==> src/rtl/page_map_pkg.sv <==
package page_map_pkg;

  // Strobes from the control part to the datapath.
  typedef struct packed {
    logic wrLow;
    logic wrHigh;
  } bankCtrl_t;

  localparam int unsigned NUM_BANKS = 2;

endpackage

==> src/rtl/page_map_ctrl.sv <==
module page_map_ctrl
  import page_map_pkg::*;
(
  input  logic      setLowStb,
  input  logic      setHighStb,
  output bankCtrl_t ctrl
);

  // The lower bank wins when both strobes arrive together.
  always_comb begin
    ctrl.wrLow  = setLowStb;
    ctrl.wrHigh = setHighStb & ~setLowStb;
  end

endmodule

==> src/rtl/page_map_datapath.sv <==
module page_map_datapath
  import page_map_pkg::*;
#(
  parameter int unsigned PAGE_W = 5,
  parameter int unsigned OFFS_W = 10,
  parameter int unsigned OP_W = 7,
  parameter logic [OP_W-1:0] LOW_OPCODE = 7'b0001011,
  parameter logic [OP_W-1:0] HIGH_OPCODE = 7'b0001100,
  parameter logic [PAGE_W-1:0] LOW_RESET = 5'd0,
  parameter logic [PAGE_W-1:0] HIGH_RESET = 5'd1,
  localparam int unsigned ADDR_W = OFFS_W + 1,
  localparam int unsigned PHYS_W = PAGE_W + OFFS_W,
  localparam int unsigned WORD_W = OP_W + PAGE_W
) (
  input  logic              clk,
  input  logic              rstN,
  input  bankCtrl_t         ctrl,
  input  logic [PAGE_W-1:0] pageOperand,
  input  logic [ADDR_W-1:0] cpuAddr,
  output logic [PHYS_W-1:0] physAddr,
  output logic [WORD_W-1:0] zWord
);

  logic [PAGE_W-1:0] pageReg [NUM_BANKS];
  logic [NUM_BANKS-1:0] wrEn;

  assign wrEn = {ctrl.wrHigh, ctrl.wrLow};

  for (genvar b = 0; b < NUM_BANKS; b++) begin : g_bank
    localparam logic [PAGE_W-1:0] RST_VAL = (b == 0) ? LOW_RESET : HIGH_RESET;
    always_ff @(posedge clk) begin
      if (!rstN)        pageReg[b] <= RST_VAL;
      else if (wrEn[b]) pageReg[b] <= pageOperand;
    end
  end

  // Restore word captured from the page value before the update.
  always_ff @(posedge clk) begin
    if (!rstN)            zWord <= '0;
    else if (ctrl.wrLow)  zWord <= {LOW_OPCODE, pageReg[0]};
    else if (ctrl.wrHigh) zWord <= {HIGH_OPCODE, pageReg[1]};
  end

  assign physAddr = {pageReg[cpuAddr[OFFS_W]], cpuAddr[OFFS_W-1:0]};


  low_load_chk: assert property (@(posedge clk) disable iff (!rstN)
    ctrl.wrLow |=> (pageReg[0] == $past(pageOperand)) && $stable(pageReg[1]));


  high_load_chk: assert property (@(posedge clk) disable iff (!rstN)
    ctrl.wrHigh |=> (pageReg[1] == $past(pageOperand)) && $stable(pageReg[0]));


  low_restore_chk: assert property (@(posedge clk) disable iff (!rstN)
    ctrl.wrLow |=> zWord == {LOW_OPCODE, $past(pageReg[0])});


  high_restore_chk: assert property (@(posedge clk) disable iff (!rstN)
    ctrl.wrHigh |=> zWord == {HIGH_OPCODE, $past(pageReg[1])});


  idle_hold_chk: assert property (@(posedge clk) disable iff (!rstN)
    !ctrl.wrLow && !ctrl.wrHigh |=>
      $stable(zWord) && $stable(pageReg[0]) && $stable(pageReg[1]));

endmodule

==> src/rtl/mem_page_mapper.sv <==
module mem_page_mapper
  import page_map_pkg::*;
#(
  parameter int unsigned PAGE_W = 5,
  parameter int unsigned OFFS_W = 10,
  parameter int unsigned OP_W = 7,
  parameter logic [OP_W-1:0] LOW_OPCODE = 7'b0001011,
  parameter logic [OP_W-1:0] HIGH_OPCODE = 7'b0001100,
  parameter logic [PAGE_W-1:0] LOW_RESET = 5'd0,
  parameter logic [PAGE_W-1:0] HIGH_RESET = 5'd1,
  localparam int unsigned ADDR_W = OFFS_W + 1,
  localparam int unsigned PHYS_W = PAGE_W + OFFS_W,
  localparam int unsigned WORD_W = OP_W + PAGE_W
) (
  input  logic              clk,
  input  logic              rstN,
  input  logic              setLowStb,
  input  logic              setHighStb,
  input  logic [PAGE_W-1:0] pageOperand,
  input  logic [ADDR_W-1:0] cpuAddr,
  output logic [PHYS_W-1:0] physAddr,
  output logic [WORD_W-1:0] zWord
);

  bankCtrl_t ctrl;

  page_map_ctrl u_ctrl (
    .setLowStb (setLowStb),
    .setHighStb(setHighStb),
    .ctrl      (ctrl)
  );

  page_map_datapath #(
    .PAGE_W     (PAGE_W),
    .OFFS_W     (OFFS_W),
    .OP_W       (OP_W),
    .LOW_OPCODE (LOW_OPCODE),
    .HIGH_OPCODE(HIGH_OPCODE),
    .LOW_RESET  (LOW_RESET),
    .HIGH_RESET (HIGH_RESET)
  ) u_dp (
    .clk        (clk),
    .rstN       (rstN),
    .ctrl       (ctrl),
    .pageOperand(pageOperand),
    .cpuAddr    (cpuAddr),
    .physAddr   (physAddr),
    .zWord      (zWord)
  );


  dual_strobe_chk: assert property (@(posedge clk) disable iff (!rstN)
    setLowStb && setHighStb |=> zWord[WORD_W-1:PAGE_W] == LOW_OPCODE);

endmodule

==> config.mk <==
export PLATFORM = sky130hd
export DESIGN_NAME = mem_page_mapper
export DESIGN_NICKNAME = d
export VERILOG_FILES = /design/src/rtl/page_map_pkg.sv /design/src/rtl/page_map_ctrl.sv /design/src/rtl/page_map_datapath.sv /design/src/rtl/mem_page_mapper.sv
export SDC_FILE = /design/constraint.sdc
export NUM_CORES = 1
export LEC_CHECK = 0
export ABC_AREA = 1
export BUFFER_PORTS_ARGS = -buffer_cell sky130_fd_sc_hd__buf_2
export CAP_MARGIN = 20
export CORE_MARGIN = 8
export CORE_UTILIZATION = 31
export DETAILED_ROUTE_END_ITERATION = 10
export HOLD_SLACK_MARGIN = 0.03
export PLACE_DENSITY = 0.68
export SLEW_MARGIN = 15
export SYNTH_ARGS = -nofsm -noshare
export SYNTH_HDL_FRONTEND = slang
export SYNTH_SLANG_ARGS = --single-unit
==> constraint.sdc <==
create_clock -name clk -period 1.1 [get_ports clk]
set_input_delay 0.22 -clock clk [delete_from_list [all_inputs] [get_ports clk]]
set_output_delay 0.22 -clock clk [all_outputs]
set_load 0.02 [all_outputs]
# Word-level counts from Yosys, hierarchy flattened
# Memories as Yosys holds them, arrays and structs flattened.
# Cells that the tools add are included.
# word_totals
reg_bits,9
ramBits,10
out_inout_bits,27
word_cells,21
mem_count,1
# memory_table
name,depth,word_bits,read_ports,rd_ports_with_merged_regs,write_ports,line,rtl
u_dp.pageReg,2,5,3,0,2,page_map_datapath.sv:24,logic [PAGE_W-1:0] pageReg [NUM_BANKS];
# op_classes
muxes,11
bitwise,5
n_reduce_logical,2
# ops
op,count
two-way mux 9 bit,2
two-way mux 5 bit,2
two-way mux 1 bit,7
NOT 1 bit,2
OR 1 bit,2
nonzero test 2 bit,1
OR reduction 2 bit,1
AND 1 bit,1

# Depth between registers and ports, before layout
# depth
word_depth,6
ltp_mapped,6
ltp_nobuf,5

# Hierarchy
# A second synthesis with hierarchy kept.
# hier_totals
hier_cells,121
hier_area_um2,934.6
# by_module_without_submodules
mod,instances,cells_per_inst,area_per_inst_um2
page_map_datapath,1,118,917.1
page_map_ctrl,1,3,17.5

# Worst setup path before layout
# Ideal clock, no wire load.
# synth_timing
path_kind,input to register
startpoint,input setLowStb
endpoint,"memory u_dp.pageReg[1][0], enable pin"
t_arrival_ns,0.632
path_slack_ns,0.155
cell_stages,4
path_buffers,1
cell_sequence,buf_6 inv_2 nand2_1 nand2_1
# synth_rtl
item,line,rtl
from (decl),mem_page_mapper.sv:17,"input logic setLowStb,"
to (decl),page_map_datapath.sv:24,

==> metrics <==
Final WS setup=-0.263 ns; drt first pass iters=4; Rows=19; GRT Total Usage=8.38%; nets=139; CTS tree=built; Comb power frac=20.4%; H-tree depth reported by CTS=1; total power draw=1.51 mW; Gate Count Post-Synth=99; DP Worst Slack=0.00789 ns; Worst Path Arrival=1.14 ns; Critical Path, Cell by Cell=mux2_4 > buf_6; worst hold path type=input port to flip-flop; initial antenna violation count=0; fraction of layout instances using a drive strength above 1=35.6%; Routed Antenna Nets=0; Synth area leaders=edfxtp_1 (33%), dfxtp_1 (18%), buf_4 (12%); async set or reset register ratio after synthesis=0%; CP max FO=2; clk_lat worst skew=0.30 ns; Buf/Inv on CP=1; Iteration-0 DRC Markers=18; NetSw=0.405 mW; full die area=0.00490 mm2; TritonCTS sink count=18; ys flop type=edfxtp_1; Initial Util=32.8%; leakage dissipation=0.558 nW; # DRC=0; Crit Path Class=flip-flop to primary output; TritonCTS Buffers=3; routability cong.=0.754; Peak VDD IR=0.928 mV; ANT cells=0; path depth of the worst reg2reg path=6; vias after detailed routing=669; pwr dens=1400 mW/mm2; fill cell count=288; P_int=1.10 mW; pin count of the biggest net entering global routing=13; CP startpoint kind=flip-flop; r2r startpoint=u_dp.pageReg[1][4]$_SDFFCE_PN0P_; clk slew on worst S/H paths=0.11 ns; clk root buf=clkbuf_4; dpl cell area=948 um2; Avg WL per Cell=13.5 um; Critical-path top delay cell=edfxtp_1; r2r endpoint=u_dp.zWord[4]$_SDFFE_PN0P_; Reg2Reg Setup Slack=0.11 ns; fin crit share=124%; top-area cell type share of the netlist area=33.2%; crit-path leading delay family=flip-flops; Post-synth top cells=nand2_1 (20), buf_4 (14), inv_1 (11), nor2_1 (11); failing checks=negative setup slack; hold_sp=pageOperand[0]; EDFF count, synth=10; Tmin final=1.36 ns; Synth cell types=17; Slew Limit Fails=0; sequential area share after synthesis=50.9%; die width=70.0 um; maximum buffer depth of the clock tree=2; Syn Area/Cell=9.14 um2; Peak Freq=734 MHz; Std-Cell Core Area=0.00276 mm2; flops & latches, synth=18; clock power share=27.3%; die height=70.0 um; run status=complete, but fails checks; slowest cell delay on critical path=0.42 ns; P&R area growth vs syn=18.5%; MaxCap Viol Count=0; Congestion Overflow GR=0; Req. time, crit path=0.88 ns; PortBufs=23; DRT Wirelength=2010 um; Sw Share=26.9%; hold_buf cts=0; unrepaired setup endpoints after global routing=yes; final hold viol count=0; most common cell in the netlist=nand2_1; Flop pwr share=52.3%; num ports=47; first-pass GRT wire length=3300 um; Yosys Warn Count=0; HPWL Detailed=1500 um; Hold EP=u_dp.pageReg[1][0]$_SDFFCE_PN1P_; # setup viols final=5; clk_skew=0.00581 ns; cell taking the most area after synthesis=edfxtp_1; WHS Path Cells=3; Syn Std Cell Area=905 um2; vias in the first global route=713; Worst Setup End Kind=primary output; Post-Layout Inst Area=0.00107 mm2; Via density=4.49
## power groups by stage
stage,sequential [mW],clock (mW),combinational [mW]
3_5_place_dp,0.802,0,0.244
2_1_floorplan,0.820,0,0.207
4_1_cts,0.787,0.419,0.300
3_3_place_gp,0.801,0,0.240
6_report,0.788,0.411,0.307
5_1_grt,0.793,0.449,0.336
## layout make-up
class	instances	area [um2]	share of cell area [%]
multi-input combinational	54	293	27.3
sequential	18	460	42.9
tap	31	38.8	3.62
timing repair buffer	30	199	18.6
clock buffer	4	36.3	3.38
inverter	12	45.0	4.20
## cells in the final DEF (no fill, tap or decap)
cell	n
nand2_1	20
buf_2	18
inv_1	11
nor2_1	11
nand3_1	10
edfxtp_1	10
dfxtp_1	8
buf_4	7
mux2_4	5
buf_6	5
conb_1	3
clkbuf_4	3
inv_2	1
nand3_2	1
nand4_1	1
nor2_4	1
o21ai_1	1
a21boi_1	1
clkbuf_8	1
## per-stage QoR
| stage | hold slack (ns) | setup TNS [ns] | util [%] | cells |
|---|---|---|---|---|
| global placement | 0.437 | 0 | 34.4 | 140 |
| floorplan | 0.376 | 0 | - | 101 |
| detailed placement | 0.440 | 0 | 34.4 | 140 |
| finish | 0.218 | -1.20 | 38.9 | 149 |
| CTS | 0.204 | -1.21 | 38.3 | 147 |
| global route | 0.215 | -1.42 | 38.9 | 149 |
## what timing repair did
action / CTS / global route
gates resized for setup: 15 / 0
setup endpoints to repair: 5 / 5
gates cloned: 0 / 0
setup buffers: 3 / 2
pin swaps: 0 / 0
## flip-flops by register name, indices dropped and copies added (netlist names)
register      count
u_dp.zWord        8
u_dp.pageReg     10
## worst max path at each step
stage / endpoint / cells past startpoint / slack (ns) / from
2_1_floorplan: u_dp.pageReg[1][0]$_SDFFCE_PN1P_ / 4 / 0.16 / setLowStb
3_3_place_gp: physAddr[12] / 3 / 0.02 / cpuAddr[10]
3_5_place_dp: physAddr[13] / 3 / 0.008 / cpuAddr[10]
4_1_cts: physAddr[13] / 2 / -0.25 / u_dp.pageReg[0][3]$_SDFFCE_PN0P_
5_1_grt: physAddr[12] / 2 / -0.30 / u_dp.pageReg[0][2]$_SDFFCE_PN0P_
6_report: physAddr[12] / 2 / -0.26 / u_dp.pageReg[0][2]$_SDFFCE_PN0P_
## tightest hold or removal path: cells and delay by family
| family | cells | cell delay [ns] |
|---|---|---|
| buf+inv | 2 | 0.11 |
| simple gates | 1 | 0.08 |
## metal layers
layer	vias to the layer above	share of wire (%)	track usage, %
met2	36	49	14.2
li1	331	-	-
met1	296	41	8.54
met3	6	7.0	2.97
met4	0	2.7	5.36
met5	-	0	0
## cells by family (layout without fill, tap and decap cells)
logic type / after synthesis / after routing / share of synthesized area [%]
buf+inv: 29 / 46 / 19.6
compound gates: 2 / 2 / 1.38
mux: 5 / 5 / 6.22
simple gates: 44 / 44 / 21.4
other cells: 1 / 3 / 0.415
flops: 18 / 18 / 50.9
Note: power is estimated with default switching activity, not from simulation.
